File: config.mk
export PLATFORM = sky130hd
export DESIGN_NAME = serial_prog_reg
export DESIGN_NICKNAME = d
export VERILOG_FILES = /design/src/rtl/spr_pkg.sv /design/src/rtl/spr_edge_detect.sv /design/src/rtl/spr_shift.sv /design/src/rtl/spr_hold.sv /design/src/rtl/serial_prog_reg.sv
export SDC_FILE = /design/constraint.sdc
export NUM_CORES = 1
export LEC_CHECK = 0
export ABC_AREA = 1
export BUFFER_PORTS_ARGS = -buffer_cell sky130_fd_sc_hd__buf_4
export CAP_MARGIN = 25
export CORE_ASPECT_RATIO = 1.2
export CORE_MARGIN = 8
export CORE_UTILIZATION = 48
export DETAILED_ROUTE_END_ITERATION = 10
export GPL_ROUTABILITY_DRIVEN = 0
export MAX_ROUTING_LAYER = met4
export PLACE_DENSITY = 0.68
export REMOVE_ABC_BUFFERS = 1
export SYNTH_ARGS = -nofsm -noshare
export SYNTH_HDL_FRONTEND = slang
export SYNTH_SLANG_ARGS = --single-unit
export TNS_END_PERCENT = 1
File: constraint.sdc
create_clock -name clk -period 0.9 [get_ports clk]
set_input_delay 0.045 -clock clk [delete_from_list [all_inputs] [get_ports clk]]
set_output_delay 0.045 -clock clk [all_outputs]
set_load 0.005 [all_outputs]
File: src/rtl/spr_pkg.sv
package spr_pkg;
  // Default field widths of one programming frame
  parameter int unsigned DEF_SW_W = 2;
  parameter int unsigned DEF_N_W  = 10;
  parameter int unsigned DEF_A_W  = 7;
endpackage

File: src/rtl/spr_edge_detect.sv
module spr_edge_detect (
  input  logic clk,
  input  logic rst,
  input  logic sig_i,
  output logic rise_o
);
  logic sig_q;

  // History resets high so a level already high at release is not an edge
  always_ff @(posedge clk) begin
    if (rst) sig_q <= 1'b1;
    else     sig_q <= sig_i;
  end

  assign rise_o = sig_i & ~sig_q;


  single_rise_chk: assert property (@(posedge clk) disable iff (rst)
    rise_o |=> !rise_o);
endmodule

File: src/rtl/spr_shift.sv
module spr_shift #(
  parameter int unsigned WIDTH = 19
) (
  input  logic             clk,
  input  logic             rst,
  input  logic             shift_en,
  input  logic             din,
  output logic [WIDTH-1:0] frame_o
);
  logic [WIDTH-1:0] sr_q;

  // Newest bit enters at bit 0; the oldest bit leaves from the top
  always_ff @(posedge clk) begin
    if (rst)           sr_q <= '0;
    else if (shift_en) sr_q <= {sr_q[WIDTH-2:0], din};
  end

  assign frame_o = sr_q;


  sr_reset_chk: assert property (@(posedge clk) rst |=> frame_o == '0);

  sr_idle_chk: assert property (@(posedge clk) disable iff (rst)
    !shift_en |=> $stable(frame_o));

  sr_newest_chk: assert property (@(posedge clk) disable iff (rst)
    shift_en |=> frame_o[0] == $past(din));
endmodule

File: src/rtl/spr_hold.sv
module spr_hold #(
  parameter int unsigned SW_W = 2,
  parameter int unsigned N_W  = 10,
  parameter int unsigned A_W  = 7,
  localparam int unsigned FW  = SW_W + N_W + A_W
) (
  input  logic            clk,
  input  logic            rst,
  input  logic            load,
  input  logic [FW-1:0]   frame_i,
  output logic [N_W-1:0]  n_o,
  output logic [A_W-1:0]  a_o,
  output logic [SW_W-1:0] sw_o
);
  // Field positions: earliest-shifted field sits at the top of the frame
  localparam int unsigned A_LO  = 0;
  localparam int unsigned N_LO  = A_W;
  localparam int unsigned SW_LO = A_W + N_W;

  logic [N_W-1:0]  n_q;
  logic [A_W-1:0]  a_q;
  logic [SW_W-1:0] sw_q;

  always_ff @(posedge clk) begin
    if (rst) begin
      n_q  <= '0;
      a_q  <= '0;
      sw_q <= '0;
    end else if (load) begin
      n_q  <= frame_i[N_LO  +: N_W];
      a_q  <= frame_i[A_LO  +: A_W];
      sw_q <= frame_i[SW_LO +: SW_W];
    end
  end

  assign n_o  = n_q;
  assign a_o  = a_q;
  assign sw_o = sw_q;


  hold_stable_chk: assert property (@(posedge clk) disable iff (rst)
    !load |=> $stable({n_o, a_o, sw_o}));

  hold_load_chk: assert property (@(posedge clk) disable iff (rst)
    load |=> {sw_o, n_o, a_o} == $past(frame_i));
endmodule

File: src/rtl/serial_prog_reg.sv
module serial_prog_reg
  import spr_pkg::*;
#(
  parameter int unsigned SW_W = DEF_SW_W,
  parameter int unsigned N_W  = DEF_N_W,
  parameter int unsigned A_W  = DEF_A_W
) (
  input  logic            clk,
  input  logic            rst,
  input  logic            sclk_i,
  input  logic            sdata_i,
  input  logic            le_i,
  output logic [N_W-1:0]  n_o,
  output logic [A_W-1:0]  a_o,
  output logic [SW_W-1:0] sw_o
);
  localparam int unsigned FRAME_W = SW_W + N_W + A_W;

  logic               shift_rise;
  logic [FRAME_W-1:0] frame;

  spr_edge_detect u_edge (
    .clk    (clk),
    .rst    (rst),
    .sig_i  (sclk_i),
    .rise_o (shift_rise)
  );

  spr_shift #(.WIDTH(FRAME_W)) u_shift (
    .clk      (clk),
    .rst      (rst),
    .shift_en (shift_rise),
    .din      (sdata_i),
    .frame_o  (frame)
  );

  spr_hold #(.SW_W(SW_W), .N_W(N_W), .A_W(A_W)) u_hold (
    .clk     (clk),
    .rst     (rst),
    .load    (le_i),
    .frame_i (frame),
    .n_o     (n_o),
    .a_o     (a_o),
    .sw_o    (sw_o)
  );


  out_reset_chk: assert property (@(posedge clk) rst |=> (n_o == '0 && a_o == '0 && sw_o == '0));
endmodule

* Word level (Yosys, flattened, before mapping) *
Index checks and enable logic that the tools add are counted.

cells by class
  bitwise gates (word level) = 2

operator list
  cell            count
  1-bit AND       1
  1-bit inverter  1

word-level totals
  register bits after elaboration = 39
  input port bits = 5
  output and inout bits = 19
  word-level logic and storage cells = 7

* Longest topological paths before layout *
Gate-level depths: netlist of run 1.

  depth after elaboration = 2
  mapped depth = 5
  depth with buffers taken out = 4

* Cells and area by module *
Synthesis of run 1 repeated with hierarchy kept, for this count alone.

unflattened totals
  cells, all modules = 245
  area, all modules = 1611.5 um^2

by module, submodules not included
  module           times used  cells an instance  area an instance (um^2)  sequential area each (um^2)
  spr_hold         1           120                787.0                    380.4
  spr_shift        1           120                787.0                    380.4
  spr_edge_detect  1           5                  37.5                     20.0

* Worst setup path before layout of run 1 *
OpenSTA, ideal clock, no wires.

  kind = reg2reg
  start point = register u_edge.sig_q
  end point = register u_shift.sr_q[12] (netlist: u_shift.frame_o[12])
  setup time = 0.114 ns
  arrival time = 0.745 ns
  data required time = 0.786 ns
  setup slack = 0.041 ns
  stages on the path, launching flop included = 6
  buffers on the path = 1
  clock period less this slack = 0.859 ns
  cell sequence = dfxtp_1 -> inv_2 -> buf_6 -> nand3_1 -> nand2_1 -> nor2_2

on the way
  cells in the longest elaborated chain, start to end = 2

ends and longest elaborated chain
  what                    RTL line               source
  from (decl)             spr_edge_detect.sv:7   logic sig_q;
  from (signal assigned)  spr_edge_detect.sv:12  else sig_q <= sig_i;
  1-bit inverter          spr_edge_detect.sv:15  assign rise_o = sig_i & ~sig_q;
  1-bit AND               spr_edge_detect.sv:15
  to (signal assigned)    spr_shift.sv:15        else if (shift_en) sr_q <= {sr_q[WIDTH-2:0], din};
  to (decl)               spr_shift.sv:10        logic [WIDTH-1:0] sr_q;

Every way passes these cells.
A chain may end at the register's enable or synchronous reset.

* Worst setup path after layout of run 1 *
  start point = input port sclk_i
  end point = register u_shift.sr_q[8] (netlist: u_shift.frame_o[8])

on the way
  cells in the longest elaborated chain, start to end = 1

ends and longest elaborated chain
  what         RTL line               source
  from (decl)  serial_prog_reg.sv:10  input logic sclk_i,
  1-bit AND    spr_edge_detect.sv:15

Every way passes these cells.

==> flow_summary.toml, run 1 <==
[status]
status = "complete, no violations"

[cells_and_area]
multiInputGateArea_um2 = 526.8
drive_gt1_share_pct = 20.56
syn2layout_area_growth_pct = 18.82
antenna_cells = 0
seq_area_um2 = 783.3
nets = 218
fillers = 302

[routing]
num_vias = 1216
drt_first_iter_violations = 43
drc = 0
postRouteAntennaNets = 0
wl_per_cell_um = 11.19
vias_per_cell = 4.864
wl_um = 2797
firstDrtPassIters = 4

[grt]
antenna_found_initial = 0
grt.busiest_layer = "met2"
grtUsageTotal_pct = 12.47
use_met1_pct = 12.98
grt_max_degree = 40
grtUsageMet2_pct = 19.85
met3_usage_pct = 4.559
grt_pass1_wl_um = 4926
grt_pass1_vias = 1163
grt-ovfl-total = 0

[power]
internal-power_uw = 2309
p_per_area_nw_per_um2 = 1774
leakage_uw = 0.0007404
ir_drop_v = 0.001147
combPwrFrac_pct = 12.6
clkPwrFrac_pct = 26.7
seqPwrFrac_pct = 60.8
p_switching_uw = 773.5
switching_share_pct = 25.09

[clock_tree]
cts_sinks = 39
clk_latency_ns = 0.34
cts_tree = "yes"
htreeDepth = 2
cts_buffer_depth = 2
cts_buffers = 5
root_buffer = "clkbuf_4"
clk_pin_slew_worst_paths_ns = 0.10

[critical_path]
critPathCaptureType = "flop"
cp-startpoint = "sclk_i"
r2r_cells = 4
crit_type = "input pin to flop"
arrival_ns = 1.16
crit_end = "u_shift.frame_o[8]"
timing.rr.start = "u_edge.sig_q"
cp_max_fo = 5
cp.required_ns = 1.18
reg2reg_to = "u_shift.frame_o[8]"
worst_setup_path_start_kind = "input pin"
ff2ff_setup_slack_ns = 0.04

[timing]
drv_slew = 0
worstMarginPinSlew_ns = 0.3230
max_freq_mhz = 1131
finalClockSkew_ns = 0.006915
setup_violations = 0
holdWs_ns = 0.03509
period_share_pct = 98.26
hold_viol_final = 0
slew_headroom_pct = 78.47
setup-tns-final_ns = 0
finalCriticalPeriod_ns = 0.8844
fin_ws_ns = 0.01563
rsz0062_at_grt = "yes"

[min_path]
hold_path_class = "input pin to flop"
worstHoldStart = "sdata_i"

[synthesis]
yosysWarnings = 0
avgSynthCellArea_um2 = 7.698
synth_cell_types = 15
yosysTopAreaCell = "dfxtp_1"
synthTopCellsByArea = "dfxtp_1 (53%), nor2_1 (9.5%), a21oi_1 (6.5%)"
netlist_area_um2 = 1463
yosysSeqAreaShare_pct = 53.38
synth_top_area_share_pct = 53.38
synthCells = 190
synth-seq-cells = 39

[die]
io_pins = 24
dieWidth_um = 66.39
dieArea_um2 = 5077
core_um2 = 2973
die_h_um = 76.47
start_util_pct = 49.20
rows = 22

[place]
portBuffers = 23
dp_slack_ns = -0.08504
dpl.hpwl_um = 1800

[run]
drv_cap = 0
## layout make-up
type | count | area share (%)
inverters | 23 | 5.256
flip-flops and latches | 39 | 45.07
clock buffers | 7 | 2.592
repair buffers | 28 | 13.89
clock inverters | 1 | 0.2880
multi-input cells | 116 | 30.31
well taps | 36 | 2.592
## cell usage after synthesis, drive strengths merged
cell type and number:
inv 23, nor2 39, buf 9, o21ai 19, a21oi 19, nand2 20
clkbuf 3, nand3 19, dfxtp 39
## power by group through the flow
stage / clock, uW / combinational, uW / sequential (uW)
floorplan: 0 / 186 / 1910
global placement: 0 / 362 / 1910
detailed placement: 0 / 372 / 1910
CTS: 861 / 387 / 1870
global route: 932 / 442 / 1890
finish: 822 / 387 / 1870
## sequential cells by signal (all words and copies together) (netlist names)
name             count
u_shift.frame_o     19
u_hold.n_o          10
u_edge.sig_q         1
u_hold.sw_o          2
u_hold.a_o           7
## through the flow
stage                     instances  util [%]  cell area, um^2  total power (uW)
after detailed placement        239     54.80             1629              2282
after global routing            250     58.46             1738              3261
after CTS                       250     57.83             1719              3120
final                           250     58.46             1738              3083
after global placement          239     54.80             1629              2268
after floorplan                 178         -             1384              2095
## layer usage
layer,routed length [um],vias to the layer above
met1,1163,547
li1,-,641
met2,1404,19
met4,74,0
met5,0,-
met3,154,9
## critical path, stage by stage
cell and delay (ns):
dlygate4sd3_1 0.52, buf_4 0.11, inv_2 0.04, nor2_4 0.13, buf_4 0.16, nor2_1 0.04, nor2_1 0.11
## cell families (layout without fill, tap and decap cells)
group / count (synthesis) / after routing / synth area share, %
and+or+nand+nor: 78 / 78 / 22.33
DFF: 39 / 39 / 53.38
AOI/OAI and AO/OA: 38 / 38 / 13.00
buffers and inverters: 35 / 59 / 11.29
## worst min path at each step
stage / to / cells past startpoint
6_report: u_shift.frame_o[0] / 5
5_1_grt: u_shift.frame_o[0] / 5
4_1_cts: u_shift.frame_o[0] / 5
3_5_place_dp: u_edge.sig_q / 3
3_3_place_gp: u_edge.sig_q / 3
2_1_floorplan: u_hold.n_o[0] / 1
## cells in the final DEF, fill, tap and decap left out, drive strengths merged
master	n
nand3	19
clkinv	1
o21ai	19
dfxtp	39
a21oi	19
clkbuf	7
nand2	20
buf	27
nor2	39
dlygate4sd3	1
inv	23
## repair_timing
item,in CTS,in global routing
setup endpoints to repair,19,13
hold endpoints to repair,1,0
hold buffers,1,0
buffers inserted,2,0
gates resized for setup,1,8
pin swaps,1,0
No activity file was read; power rests on OpenSTA's default activity.
==> run 2, diff against run 1 <==
--- a/config.mk
+++ b/config.mk
@@ -14,7 +14,7 @@
 export DETAILED_ROUTE_END_ITERATION = 10
 export GPL_ROUTABILITY_DRIVEN = 0
 export MAX_ROUTING_LAYER = met4
-export PLACE_DENSITY = 0.68
+export PLACE_DENSITY = 0.72
 export REMOVE_ABC_BUFFERS = 1
 export SYNTH_ARGS = -nofsm -noshare
 export SYNTH_HDL_FRONTEND = slang
==> constraint.sdc (replaced) <==
create_clock -name clk -period 0.8 [get_ports clk]
set_input_delay 0.04 -clock clk [delete_from_list [all_inputs] [get_ports clk]]
set_output_delay 0.04 -clock clk [all_outputs]
set_load 0.005 [all_outputs]
==> run 2 against run 1 <==
Net effect: the flow now finishes with violations (negative setup slack); wire length increased by 8.7%; register-to-register slack got worse by 0.14 ns; sequential share of layout area down 1.6 points; critical path depth decreased by 3; highest routed layer unchanged.
==> flow_summary.toml, run 2 (synthesis gave the netlist of run 1 again) <==
[status]
status = "finished with violations"
failed_checks = "negative setup slack"

[timing]
rsz0062_at_grt = "yes"
max_freq_mhz = 1105
slew_headroom_pct = 78.17
fin_ws_ns = -0.1050
finalCriticalPeriod_ns = 0.9050
drv_slew = 0
setup_violations = 38
period_share_pct = 113.1
setup-tns-final_ns = -1.546
holdWs_ns = 0.07569
finalClockSkew_ns = 0.01040
hold_viol_final = 0
worstMarginPinSlew_ns = 0.3275

[critical_path]
r2r_cells = 4
critPathCaptureType = "flop"
slowest_stage = "dfxtp_4"
reg2reg_to = "u_shift.frame_o[0]"
path_cells = "clkinvlp_4 > nand3_1 > nand2_1 > nor2_1"
ff2ff_setup_slack_ns = -0.10
cp_max_fo = 5
crit_type = "flop to flop"
cp-startpoint = "u_edge.sig_q"
cp.required_ns = 1.08
slowest_delay_ns = 0.43
arrival_ns = 1.19
timing.rr.start = "u_edge.sig_q"
worst_setup_path_start_kind = "flop"

[grt]
antenna_found_initial = 0
grtUsageTotal_pct = 12.89
grt_pass1_wl_um = 5209
grt_pass1_vias = 1226
grt-ovfl-total = 0
grt_max_degree = 40

[die]
io_pins = 24
dieWidth_um = 66.39
core_um2 = 2973
rows = 22
die_h_um = 76.47
dieArea_um2 = 5077
start_util_pct = 49.20

[cells_and_area]
stdcell_count = 252
nets = 220
final_cell_mix = "nor2_1 (33), inv_1 (20), nand2_1 (20), dfxtp_1 (20), a21oi_1 (19)"
final_util_pct = 62.42
antenna_cells = 0
final_common_cell = "nor2_1"
fillers = 275
syn2layout_area_growth_pct = 26.86
largest_register_ffs = 19
design_area_um2 = 1856
multiInputGateArea_um2 = 541.8
seq_area_um2 = 807.0
drive_gt1_share_pct = 30.09

[routing]
drc = 0
vias_per_cell = 4.956
num_vias = 1249
firstDrtPassIters = 4
postRouteAntennaNets = 0
drt_first_iter_violations = 51
wl_per_cell_um = 12.06
wl_um = 3039

[power]
ir_drop_v = 0.001177
leakage_uw = 0.0007681
p_per_area_nw_per_um2 = 1917

[clock_tree]
clk_latency_ns = 0.34
cts_tree = "yes"
cts_buffer_depth = 2
cts_buffers = 5
htreeDepth = 2
clk_pin_slew_worst_paths_ns = 0.11
cts_sinks = 39
root_buffer = "clkbuf_4"

[min_path]
hold_path_class = "input pin to flop"
worstHoldStart = "rst"
min_to = "u_edge.sig_q"
holdPathStages = 4

[place]
dpl.hpwl_um = 1716
placed_cells_incl_taps = 239
placed_area_um2 = 1629
portBuffers = 23

[run]
drv_cap = 0
run 2: cell count changes in the layout (fill, tap and decap cells not counted), moves of 2 or more:
| cell | before | now |
|---|---|---|
| buf_4 | 24 | 6 |
| buf_6 | 1 | 18 |
| dfxtp_1 | 37 | 20 |
| dfxtp_2 | 2 | 18 |
| nand3_1 | 19 | 16 |
| nand3_2 | 0 | 3 |
| clkinvlp_4 | 0 | 2 |
run 2: routing by layer:
metal	part of all wire, %	routed length (um)	GRT usage, %
met5	0	0	-
met4	1.6	49	6.210
met3	6.3	190	3.382
met2	51	1545	20.91
met1	41	1254	14.01
run 2: per-stage QoR:
stage	worst slack [ns]	total power, uW
detailed placement	-0.1616	2564
global placement	-0.1385	2549
finish	-0.1050	3558
CTS	-0.07881	3544
global route	-0.1556	3736
floorplan	-0.04050	2357
run 2: worst max-delay path by stage:
stage / endpoint / depth (start not counted)
4_1_cts: u_shift.frame_o[1] / 4
3_3_place_gp: u_shift.frame_o[12] / 3
3_5_place_dp: u_shift.frame_o[15] / 4
2_1_floorplan: u_shift.frame_o[12] / 3
5_1_grt: u_shift.frame_o[2] / 4
6_report: u_shift.frame_o[0] / 4
run 2: timing repair:
item / in CTS / in global routing
gates cloned: 2 / 0
setup buffers: 1 / 0
resized for setup: 14 / 33
pin swaps: 6 / 7
endpoints found under the hold margin: 2 / 0
endpoints found under the setup margin: 38 / 38
hold buffers: 2 / 0
run 2: final cells by class:
cell class / instances / area share [%]
clock buffers: 7 / 2.428
clock inverters: 1 / 0.2697
inverters: 23 / 4.788
multi-input cells: 116 / 29.20
flip-flops and latches: 39 / 43.49
well taps: 36 / 2.428
repair buffers: 28 / 16.59
repair inverters: 2 / 0.8092
run 2: worst max-delay path, delay by kind of cell, from the launching register on:
kind | cells | cell delay, ns
buf+inv | 1 | 0.18
flops | 1 | 0.43
simple gates | 3 | 0.25
run 2: report_power, final:
part | switching [uW] | internal, uW | total, uW
Clock | 605 | 343 | 948
Sequential | 70.2 | 2060 | 2130
Combinational | 243 | 236 | 479
Total | 919 | 2640 | 3560
